## src/rtl/irq_idx_pkg.sv

```systemverilog
package irq_idx_pkg;
  localparam int REG_INDEX  = 0;
  localparam int REG_MASK   = 1;
  localparam int REG_RAW    = 2;
  localparam int REG_MASKED = 3;
  localparam int REG_SET    = 4;
  localparam int REG_CLEAR  = 5;
endpackage

```

## src/rtl/irq_src_bit.sv

```systemverilog
module irq_src_bit (
  input  logic clk,
  input  logic rst_n,
  input  logic hw_evt,
  input  logic set_req,
  input  logic clr_req,
  output logic state
);
  // Event and software set both win over any clear request.
  always_ff @(posedge clk or negedge rst_n) begin
    if (!rst_n)                 state <= 1'b0;
    else if (hw_evt || set_req) state <= 1'b1;
    else if (clr_req)           state <= 1'b0;
  end
endmodule

```

## src/rtl/irq_prio_enc.sv

```systemverilog
module irq_prio_enc #(
  parameter int NUM_SRC = 3,
  parameter int IDX_W   = 2
) (
  input  logic [NUM_SRC-1:0] pend,
  output logic [IDX_W-1:0]   idx,
  output logic [NUM_SRC-1:0] sel
);
  // Scan upward so the highest pending position is the one kept.
  always_comb begin
    idx = '0;
    sel = '0;
    for (int i = 0; i < NUM_SRC; i++) begin
      if (pend[i]) begin
        idx    = IDX_W'(i + 1);
        sel    = '0;
        sel[i] = 1'b1;
      end
    end
  end
endmodule

```

## src/rtl/irq_index_ctrl.sv

```systemverilog
module irq_index_ctrl #(
  parameter int                 NUM_SRC  = 3,
  parameter int                 ADDR_W   = 4,
  parameter int                 DATA_W   = 32,
  parameter logic [NUM_SRC-1:0] CLR_MASK = 3'b101
) (
  input  logic              clk,
  input  logic              rst_n,
  input  logic [ADDR_W-1:0] addr,
  input  logic              wr_en,
  input  logic [DATA_W-1:0] wr_data,
  input  logic              rd_en,
  output logic [DATA_W-1:0] rd_data,
  input  logic [NUM_SRC-1:0] evt,
  output logic              irq
);
  import irq_idx_pkg::*;

  localparam int IDX_W = $clog2(NUM_SRC + 1);

  logic [NUM_SRC-1:0] raw_q, mask_q, masked;
  logic [NUM_SRC-1:0] set_vec, clr_vec, idx_sel;
  logic [IDX_W-1:0]   idx_val;
  logic [DATA_W-1:0]  rd_mux;
  logic               idx_rd, wr_mask, wr_set, wr_clr;
  logic               unused_hi;

  assign unused_hi = ^wr_data[DATA_W-1:NUM_SRC];

  assign idx_rd  = rd_en && (addr == ADDR_W'(REG_INDEX));
  assign wr_mask = wr_en && (addr == ADDR_W'(REG_MASK));
  assign wr_set  = wr_en && (addr == ADDR_W'(REG_SET));
  assign wr_clr  = wr_en && (addr == ADDR_W'(REG_CLEAR));

  assign masked = raw_q & mask_q;
  assign irq    = |masked;

  always_ff @(posedge clk or negedge rst_n) begin
    if (!rst_n)       mask_q <= '0;
    else if (wr_mask) mask_q <= wr_data[NUM_SRC-1:0];
  end

  irq_prio_enc #(.NUM_SRC(NUM_SRC), .IDX_W(IDX_W)) u_enc (
    .pend (masked),
    .idx  (idx_val),
    .sel  (idx_sel)
  );

  assign set_vec = wr_set ? wr_data[NUM_SRC-1:0] : '0;
  assign clr_vec = (wr_clr ? (wr_data[NUM_SRC-1:0] & CLR_MASK) : '0)
                 | (idx_rd ? idx_sel : '0);

  for (genvar i = 0; i < NUM_SRC; i++) begin : g_src
    irq_src_bit u_bit (
      .clk     (clk),
      .rst_n   (rst_n),
      .hw_evt  (evt[i]),
      .set_req (set_vec[i]),
      .clr_req (clr_vec[i]),
      .state   (raw_q[i])
    );
  end

  always_comb begin
    rd_mux = '0;
    case (addr)
      ADDR_W'(REG_INDEX):  rd_mux = DATA_W'(idx_val);
      ADDR_W'(REG_MASK):   rd_mux = DATA_W'(mask_q);
      ADDR_W'(REG_RAW):    rd_mux = DATA_W'(raw_q);
      ADDR_W'(REG_MASKED): rd_mux = DATA_W'(masked);
      default:             rd_mux = '0;
    endcase
  end

  always_ff @(posedge clk or negedge rst_n) begin
    if (!rst_n) rd_data <= '0;
    else        rd_data <= rd_en ? rd_mux : '0;
  end
endmodule

```

## config.mk

```make
export PLATFORM = sky130hd
export DESIGN_NAME = irq_index_ctrl
export DESIGN_NICKNAME = d
export VERILOG_FILES = /design/src/rtl/irq_idx_pkg.sv /design/src/rtl/irq_src_bit.sv /design/src/rtl/irq_prio_enc.sv /design/src/rtl/irq_index_ctrl.sv
export SDC_FILE = /design/constraint.sdc
export NUM_CORES = 1
export LEC_CHECK = 0
export BUFFER_PORTS_ARGS = -buffer_cell sky130_fd_sc_hd__buf_2
export CAP_MARGIN = 15
export CORE_ASPECT_RATIO = 0.8
export CORE_MARGIN = 4
export CORE_UTILIZATION = 34
export DETAILED_ROUTE_END_ITERATION = 8
export GPL_TIMING_DRIVEN = 0
export PLACE_DENSITY = 0.79
export RECOVER_POWER = 50
export SLEW_MARGIN = 10
export SYNTH_ARGS = -nofsm -noshare
export SYNTH_HDL_FRONTEND = slang
export SYNTH_SLANG_ARGS = --single-unit
```

## constraint.sdc

```tcl
create_clock -name clk -period 1.5 [get_ports clk]
set_clock_uncertainty 0.05 [all_clocks]
set_input_delay 0.3 -clock clk [delete_from_list [all_inputs] [get_ports clk]]
set_output_delay 0.3 -clock clk [all_outputs]
set_load 0.005 [all_outputs]
```

== After elaboration in Yosys (flattened, before gate mapping) ==
Cells that the tools add are included.

* Equality and inequality tests: 5
* Mux-type cells: 17
* Bitwise logic cells: 2
* Reductions and logical operators: 12

{| class="wikitable"
|+ Operators with widths
! operator !! number
|-
| $mux 32 || 1
|-
| $mux 3 || 4
|-
| $pmux 3 s4 || 1
|-
| $eq 4x2->1 const B || 2
|-
| $eq 4x3->1 const B || 2
|-
| $mux 1 || 8
|-
| $mux 2 || 3
|-
| $reduce_bool 2->1 || 3
|-
| $eq 4x1->1 const B || 1
|-
| $logic_and 1x1->1 || 4
|-
| $logic_not 4->1 || 1
|-
| $and 3x3->3 || 1
|-
| $logic_or 1x1->1 || 3
|-
| $or 3x3->3 || 1
|-
| $reduce_or 3->1 || 1
|}

* Register bits after elaboration: 38

== Depth between registers and ports, before layout ==
Gate-level depths: netlist of run 1.

* Depth in word-level cells: 8
* Gate-level depth with buffers: 3
* Depth with buffers taken out: 3

== Cells and area by module ==
A second synthesis of run 1 with hierarchy kept.

* Cell total of the unflattened synthesis: 86
* Area, all modules: 750.7 um^2

{| class="wikitable"
|+ Modules (own cells, without submodules)
! module !! instances !! cells each !! area an instance (um^2) !! seq. area each (um^2)
|-
| irq_index_ctrl || 1 || 67 || 596.8 || 150.1
|-
| irq_src_bit || 3 || 4 || 37.5 || 25.0
|-
| irq_prio_enc || 1 || 7 || 41.3 || 0.0
|}

== Worst setup path after synthesis of run 1 ==
No wires, ideal clock.

* Path type: in2reg
* Start point: in wr_en
* End point: reg mask_q[0]
* Library setup time: 0.125 ns
* Data arrival time: 1.167 ns
* Required time: 1.325 ns
* Path slack: 0.158 ns
* Stages: 3
* Buffers on the path: 0
* Cell sequence: nor2b_1 nor4b_4 mux2_2

* Word-level cells in the longest chain between the ends: 1

{| class="wikitable"
|+ Ends and longest elaborated chain
! element !! RTL line !! text
|-
| from (decl) || irq_index_ctrl.sv:10 || <nowiki>input logic wr_en,</nowiki>
|-
| $logic_and 1x1->1 || irq_index_ctrl.sv:31 || <nowiki>assign wr_mask = wr_en && (addr == ADDR_W'(REG_MASK));</nowiki>
|-
| to (signal assigned) || irq_index_ctrl.sv:40 || <nowiki>else if (wr_mask) mask_q <= wr_data[NUM_SRC-1:0];</nowiki>
|-
| to (decl) || irq_index_ctrl.sv:21 || <nowiki>logic [NUM_SRC-1:0] raw_q, mask_q, masked;</nowiki>
|}

Every way passes these cells.
A chain may end at the register's enable or synchronous reset.

== Worst setup path after layout of run 1 ==
* Start point: reg g_src[2].u_bit.state
* End point: reg g_src[0].u_bit.state

* Word-level cells in the longest chain between the ends: 5

{| class="wikitable"
|+ Ends and longest elaborated chain
! element !! RTL line !! text
|-
| from (decl) || irq_src_bit.sv:7 || <nowiki>output logic state</nowiki>
|-
| from (signal assigned) || irq_src_bit.sv:11 || <nowiki>if (!rst_n) state <= 1'b0;</nowiki>
|-
| from (signal assigned) || irq_src_bit.sv:12 || <nowiki>else if (hw_evt || set_req) state <= 1'b1;</nowiki>
|-
| from (signal assigned) || irq_src_bit.sv:13 || <nowiki>else if (clr_req) state <= 1'b0;</nowiki>
|-
| $and 3x3->3 || irq_index_ctrl.sv:35 || <nowiki>assign masked = raw_q & mask_q;</nowiki>
|-
| $mux 3 || irq_prio_enc.sv:14 || <nowiki>if (pend[i]) begin</nowiki>
|-
| $mux 3 || irq_index_ctrl.sv:51 || <nowiki>| (idx_rd ? idx_sel : '0);</nowiki>
|-
| $or 3x3->3 || irq_index_ctrl.sv:51 ||
|-
| $reduce_bool 2->1 (no source line) || n/a ||
|-
| to (signal assigned) || irq_src_bit.sv:11 ||
|-
| to (signal assigned) || irq_src_bit.sv:12 ||
|-
| to (signal assigned) || irq_src_bit.sv:13 ||
|-
| to (decl) || irq_src_bit.sv:7 ||
|}

Every way passes these cells.

==> results of run 1 <==
==> per-stage QoR <==
step,worst slack [ns],util (%),hold WS [ns]
final,0.0871,49.5,0.191
after global routing,0.0231,49.5,0.179
after CTS,0.0875,49.7,0.184
after detailed placement,-0.0977,47.8,0.109
after global placement,-0.0405,47.8,0.104
after floorplan,0.158,-,-0.0456
==> cells by family (layout without fill, tap and decap cells) <==
kind of cell	count (synthesis)	count (layout)	share of synthesized area, %
AOI/OAI and AO/OA	12	12	14.8
DFF	9	9	32.1
buffers and inverters	32	54	32.7
muxes	3	3	4.82
and+or+nand+nor	16	16	15.0
other	1	29	0.535
==> state kept, by name, summed over array words and instances, names as in the netlist <==
signal	flops
mask_q	3
g_src.u_bit.state	3
rd_data	3
==> cell type report <==
cell class              count  area, um2  area share, %
plain buffers              29        218           22.8
clock buffers               4       26.3           2.75
inverters                   3       11.3           1.18
multi-input cells          60        352           36.8
flip-flops and latches      9        225           23.6
well taps                  24       30.0           3.15
repair buffers             18       92.6           9.70
==> what timing repair did <==
action                    4_1_cts  5_1_grt
setup buffers                   0        0
hold buffers                    1        0
hold endpoints to repair        9        0
==> cell usage in the layout, fill, tap and decap left out, types with 3 or more instances in the layout <==
master	count
mux2_2	3
buf_4	29
buf_2	15
conb_1	29
clkbuf_1	3
clkbuf_4	3
dfrtp_1	9
a21oi_1	3
nand3_1	5
nand2_1	3
==> how the worst max path moves through the flow <==
stage	start	end	slack, ns	depth (start not counted)
4_1_cts	g_src[2].u_bit.state	g_src[0].u_bit.state	0.09	3
5_1_grt	g_src[2].u_bit.state	g_src[0].u_bit.state	0.02	3
2_1_floorplan	wr_en	mask_q[0]	0.16	3
3_5_place_dp	addr[3]	mask_q[0]	-0.1	4
3_3_place_gp	addr[3]	mask_q[2]	-0.04	4
6_report	g_src[2].u_bit.state	g_src[0].u_bit.state	0.09	3
==> cells in the mapped netlist (2+ instances only) <==
cell | n | share of area [%]
a21oi_1 | 3 | 2.1
a221o_1 | 2 | 2.9
buf_4 | 29 | 31
dfrtp_1 | 9 | 32
inv_1 | 2 | 1.1
mux2_2 | 3 | 4.8
nand2_1 | 3 | 1.6
nand3_1 | 5 | 3.6
nor2_1 | 2 | 1.1
nor2b_1 | 2 | 1.8
o221ai_1 | 2 | 2.5
==> power by group through the flow <==
stage / combinational [mW] / sequential (mW) / clock [mW]
after floorplan: 0.136 / 0.291 / 0
after global placement: 0.183 / 0.294 / 0
after detailed placement: 0.188 / 0.297 / 0
after CTS: 0.191 / 0.292 / 0.192
after global routing: 0.219 / 0.296 / 0.209
final: 0.193 / 0.293 / 0.185
==> worst reg2reg max path, stage by stage (launching register included) <==
cell and delay [ns]:
dfrtp_1 0.42, a211oi_2 0.32, nand4_1 0.13, a221o_1 0.37
==> metal layers <==
layer | track usage, % | part of all wire (%) | up-vias
met2 | 20.0 | 56 | 35
met4 | 2.26 | 0 | 0
met1 | 12.6 | 31 | 269
met5 | 0 | 0 | -
met3 | 6.91 | 13 | 0
li1 | - | - | 304
==> flow_summary.toml, run 1 <==
[cts]
htreeDepth = 1
cts.path.max_buffers = 2
cts_tree = "done"
numCtsBuffers = 3
path_clk_slew_ns = 0.06
cts_resized = 0
cts-root-buf = "clkbuf_4"
insertion_delay_ns = 0.26
clock_sinks = 9

[pwr]
p_sw_mw = 0.197
peakVddDrop_uv = 380
power_mw = 0.671
p_int_mw = 0.474
pwr-share-comb_pct = 28.7
seq_power_share_pct = 43.7
clock_power_share_pct = 27.5
leakage_nw = 0.535
cellPowerDensity_mw_per_mm2 = 703
p_sw_share_pct = 29.4

[setup_path]
path_max_fanout = 4
path_delay_family = "compound AO/OA/AOI/OAI gates"
crit_arrival_ns = 1.51
r2r_slack_ns = 0.09
cpPeakStageDelay_ns = 0.42
reg2reg_depth = 3
critPathSlowestCell = "dfrtp_1"
crit_chain = "a211oi_2, nand4_1, a221o_1"
r2r-end = "g_src[0].u_bit.state"
crit_buf_inv = 0
start_kind = "flop"
setup.worst_path.end_class = "flop"
critPathKind = "flop to flop"
required_ns = 1.59
crit-reg2reg-launch = "g_src[2].u_bit.state"

[detailed_routing]
wl_per_cell_um = 10.2
num_vias = 608
drc = 0
drtAntennaViolNets = 0
drt-total-wl_mm = 1.49
vias_per_cell = 4.14
drtIter0Drc = 10
first_pass_iters = 5

[synthesis]
synth_flop_cell = "dfrtp_1"
synth_cells = 73
syn_avg_cell_area_um2 = 9.60
yosysWarnings = 0
synth_area_um2 = 701
synth_cell_types = 22
yosysSeqAreaShare_pct = 32.1
synth_edf_count = 0
synth_seq_cells = 9
synthArstFlopShare_pct = 100

[grt]
gr-usage-all-layers_pct = 11.8
grt_pass1_wl_mm = 2.56
antenna_found_initial = 0
grt_pass1_vias = 594
globalRouteOverflowTotal = 0
grt_max_degree = 10

[finish]
num-fill-cells = 192
nNetsFinal = 167
syn_to_final_growth_pct = 36.3
drive_gt1_share_pct = 45.5
antenna_cells = 0
final-instance-count-excl-fill = 147
fin_area_um2 = 955

[min_path]
holdPathStages = 2
hold_path_class = "input port to flop"
hold_path_end = "g_src[1].u_bit.state"
hold_path_startpoint = "evt[1]"

[run]
cap_violations = 0

[timing]
rsz0062_at_grt = "false"
fin_crit_sh_pct = 94.2
period_needed_ns = 1.41
finalHoldViolCount = 0
setup_violations = 0
maxSlewViolCount = 0
fin_tns_setup_ns = 0
max_freq_mhz = 708

[die]
io_pins = 76
die_w_um = 58.8
coreArea_mm2 = 0.00193
start_util_pct = 36.4
dieArea_mm2 = 0.00286
row_count = 14
die_y_um = 48.6

[placed_design]
place_area_um2 = 921
io_buffers = 17
gp_congestion = 0.897
dp.cells = 142

[outcome]
outcome = "finished, final reports clean"
Power figures use the tool's default switching activity.
==> run 2: changes to the inputs <==
Settings changed: CELL_PAD_IN_SITES_DETAIL_PLACEMENT set to 1, CELL_PAD_IN_SITES_GLOBAL_PLACEMENT set to 2, CORE_UTILIZATION 34 to 16, HOLD_SLACK_MARGIN set to 0.06, PLACE_DENSITY 0.79 to unset, PLACE_DENSITY_LB_ADDON set to 0.1.
==> flow_summary.toml, run 2 (synthesis gave the netlist of run 1 again) <==
[cts]
cts_resized = 0
hold_buffers = 1
cts.path.max_buffers = 2
post_cts_buffers = 0
htreeDepth = 1
cts-root-buf = "clkbuf_8"
cts_tree = "done"
path_clk_slew_ns = 0.05
insertion_delay_ns = 0.23
numCtsBuffers = 3
clock_sinks = 9

[run]
cap_violations = 0

[detailed_routing]
wl_per_cell_um = 9.47
drc = 0
num_vias = 608
first_pass_iters = 2
drt-total-wl_mm = 1.71
drtAntennaViolNets = 0
vias_per_cell = 3.38
drtIter0Drc = 8

[timing]
max_freq_mhz = 707
fin_tns_setup_ns = 0
rsz0062_at_grt = "false"
maxSlewViolCount = 0
finalHoldViolCount = 0
setup_violations = 0
fin_crit_sh_pct = 94.3
period_needed_ns = 1.41

[finish]
finish.utilization_pct = 24.2
syn_to_final_growth_pct = 45.0
largestRegisters = "g_src.u_bit.state: 3 flops, mask_q: 3 flops, rd_data: 3 flops"
drive_gt1_share_pct = 46.3
nNetsFinal = 167
most-common-layout-cells = "buf_4 (29), conb_1 (29), buf_2 (16)"
antenna_cells = 0

[setup_path]
path_max_fanout = 4
critPathKind = "flop to flop"
setup.worst_path.end_class = "flop"
start_kind = "flop"
crit_chain = "a211oi_2, nand4_1, a221o_1"
cpPeakStageDelay_ns = 0.42
critPathSlowestCell = "dfrtp_1"
crit_arrival_ns = 1.47
required_ns = 1.56

[placed_design]
gp_congestion = 0.739
io_buffers = 17
dp_hpwl_mm = 1.49

[pwr]
peakVddDrop_uv = 235
leakage_nw = 0.545
cellPowerDensity_mw_per_mm2 = 757

[grt]
grt_max_degree = 10
grt_pass1_wl_mm = 2.61
antenna_found_initial = 0
globalRouteOverflowTotal = 0
gr-usage-all-layers_pct = 6.28
grt_pass1_vias = 610

[die]
io_pins = 76
dieArea_mm2 = 0.00551
die_y_um = 67.2
die_w_um = 82.0
start_util_pct = 16.7
coreArea_mm2 = 0.00420
row_count = 21

[outcome]
outcome = "finished, final reports clean"

[min_path]
hold_path_class = "input port to flop"
run 2: cell types whose count changed in the layout (fill, tap and decap cells not counted):
cell      before  now
clkbuf_4       3    0
clkbuf_8       0    3
buf_2         15   16
clkbuf_1       3    2
run 2: final timing paths:
| path | from | to | slack, ns | cells after the start |
|---|---|---|---|---|
| worst max-delay path | g_src[2].u_bit.state | g_src[0].u_bit.state | 0.09 | 3 |
| worst min register to register | g_src[1].u_bit.state | g_src[1].u_bit.state | 0.49 | 1 |
| min in group asynchronous | rst_n | rd_data[2] | 0.49 | 2 |
| worst min-delay path | evt[1] | g_src[1].u_bit.state | 0.21 | 2 |
| worst max register to register | g_src[2].u_bit.state | g_src[0].u_bit.state | 0.09 | 3 |
| max in group asynchronous | rst_n | g_src[2].u_bit.state | 0.58 | 2 |
run 2: power breakdown:
part | switching, mW | internal, mW
combinational | 0.0899 | 0.105
clock | 0.0952 | 0.185
sequential | 0.0268 | 0.267
run 2: layer usage:
| layer | global-route usage (%) | wire (um) | vias to the layer above |
|---|---|---|---|
| met4 | 1.87 | 6 | 0 |
| met3 | 3.07 | 186 | 2 |
| met1 | 7.24 | 693 | 279 |
| li1 | - | - | 300 |
| met2 | 10.3 | 819 | 27 |
| met5 | 0 | 0 | - |
run 2: layout make-up:
class                           count  area (um2)
Sequential cell                     9         225
Tap cell                           57        71.3
Inverter                            3        11.3
Timing Repair Buffer               18        93.8
Fill cell                         519        3190
Multi-Input combinational cell     60         352
Buffer                             29         218
Clock buffer                        4        45.0
run 2: stage by stage:
stage	hold slack (ns)	cells	power (mW)	worst slack, ns	area (um2)
finish	0.209	180	0.770	0.0851	1020
global route	0.220	180	0.821	0.0218	1020
CTS	0.206	180	0.780	0.0713	1020
detailed placement	0.116	175	0.489	-0.0974	962
global placement	0.117	175	0.487	-0.127	962
floorplan	-0.0456	101	0.427	0.158	806
run 2: critical path: cells and delay by family (launching register included):
| kind | cells | cell delay, ns |
|---|---|---|
| flops | 1 | 0.42 |
| simple gates | 1 | 0.13 |
| compound gates | 2 | 0.69 |
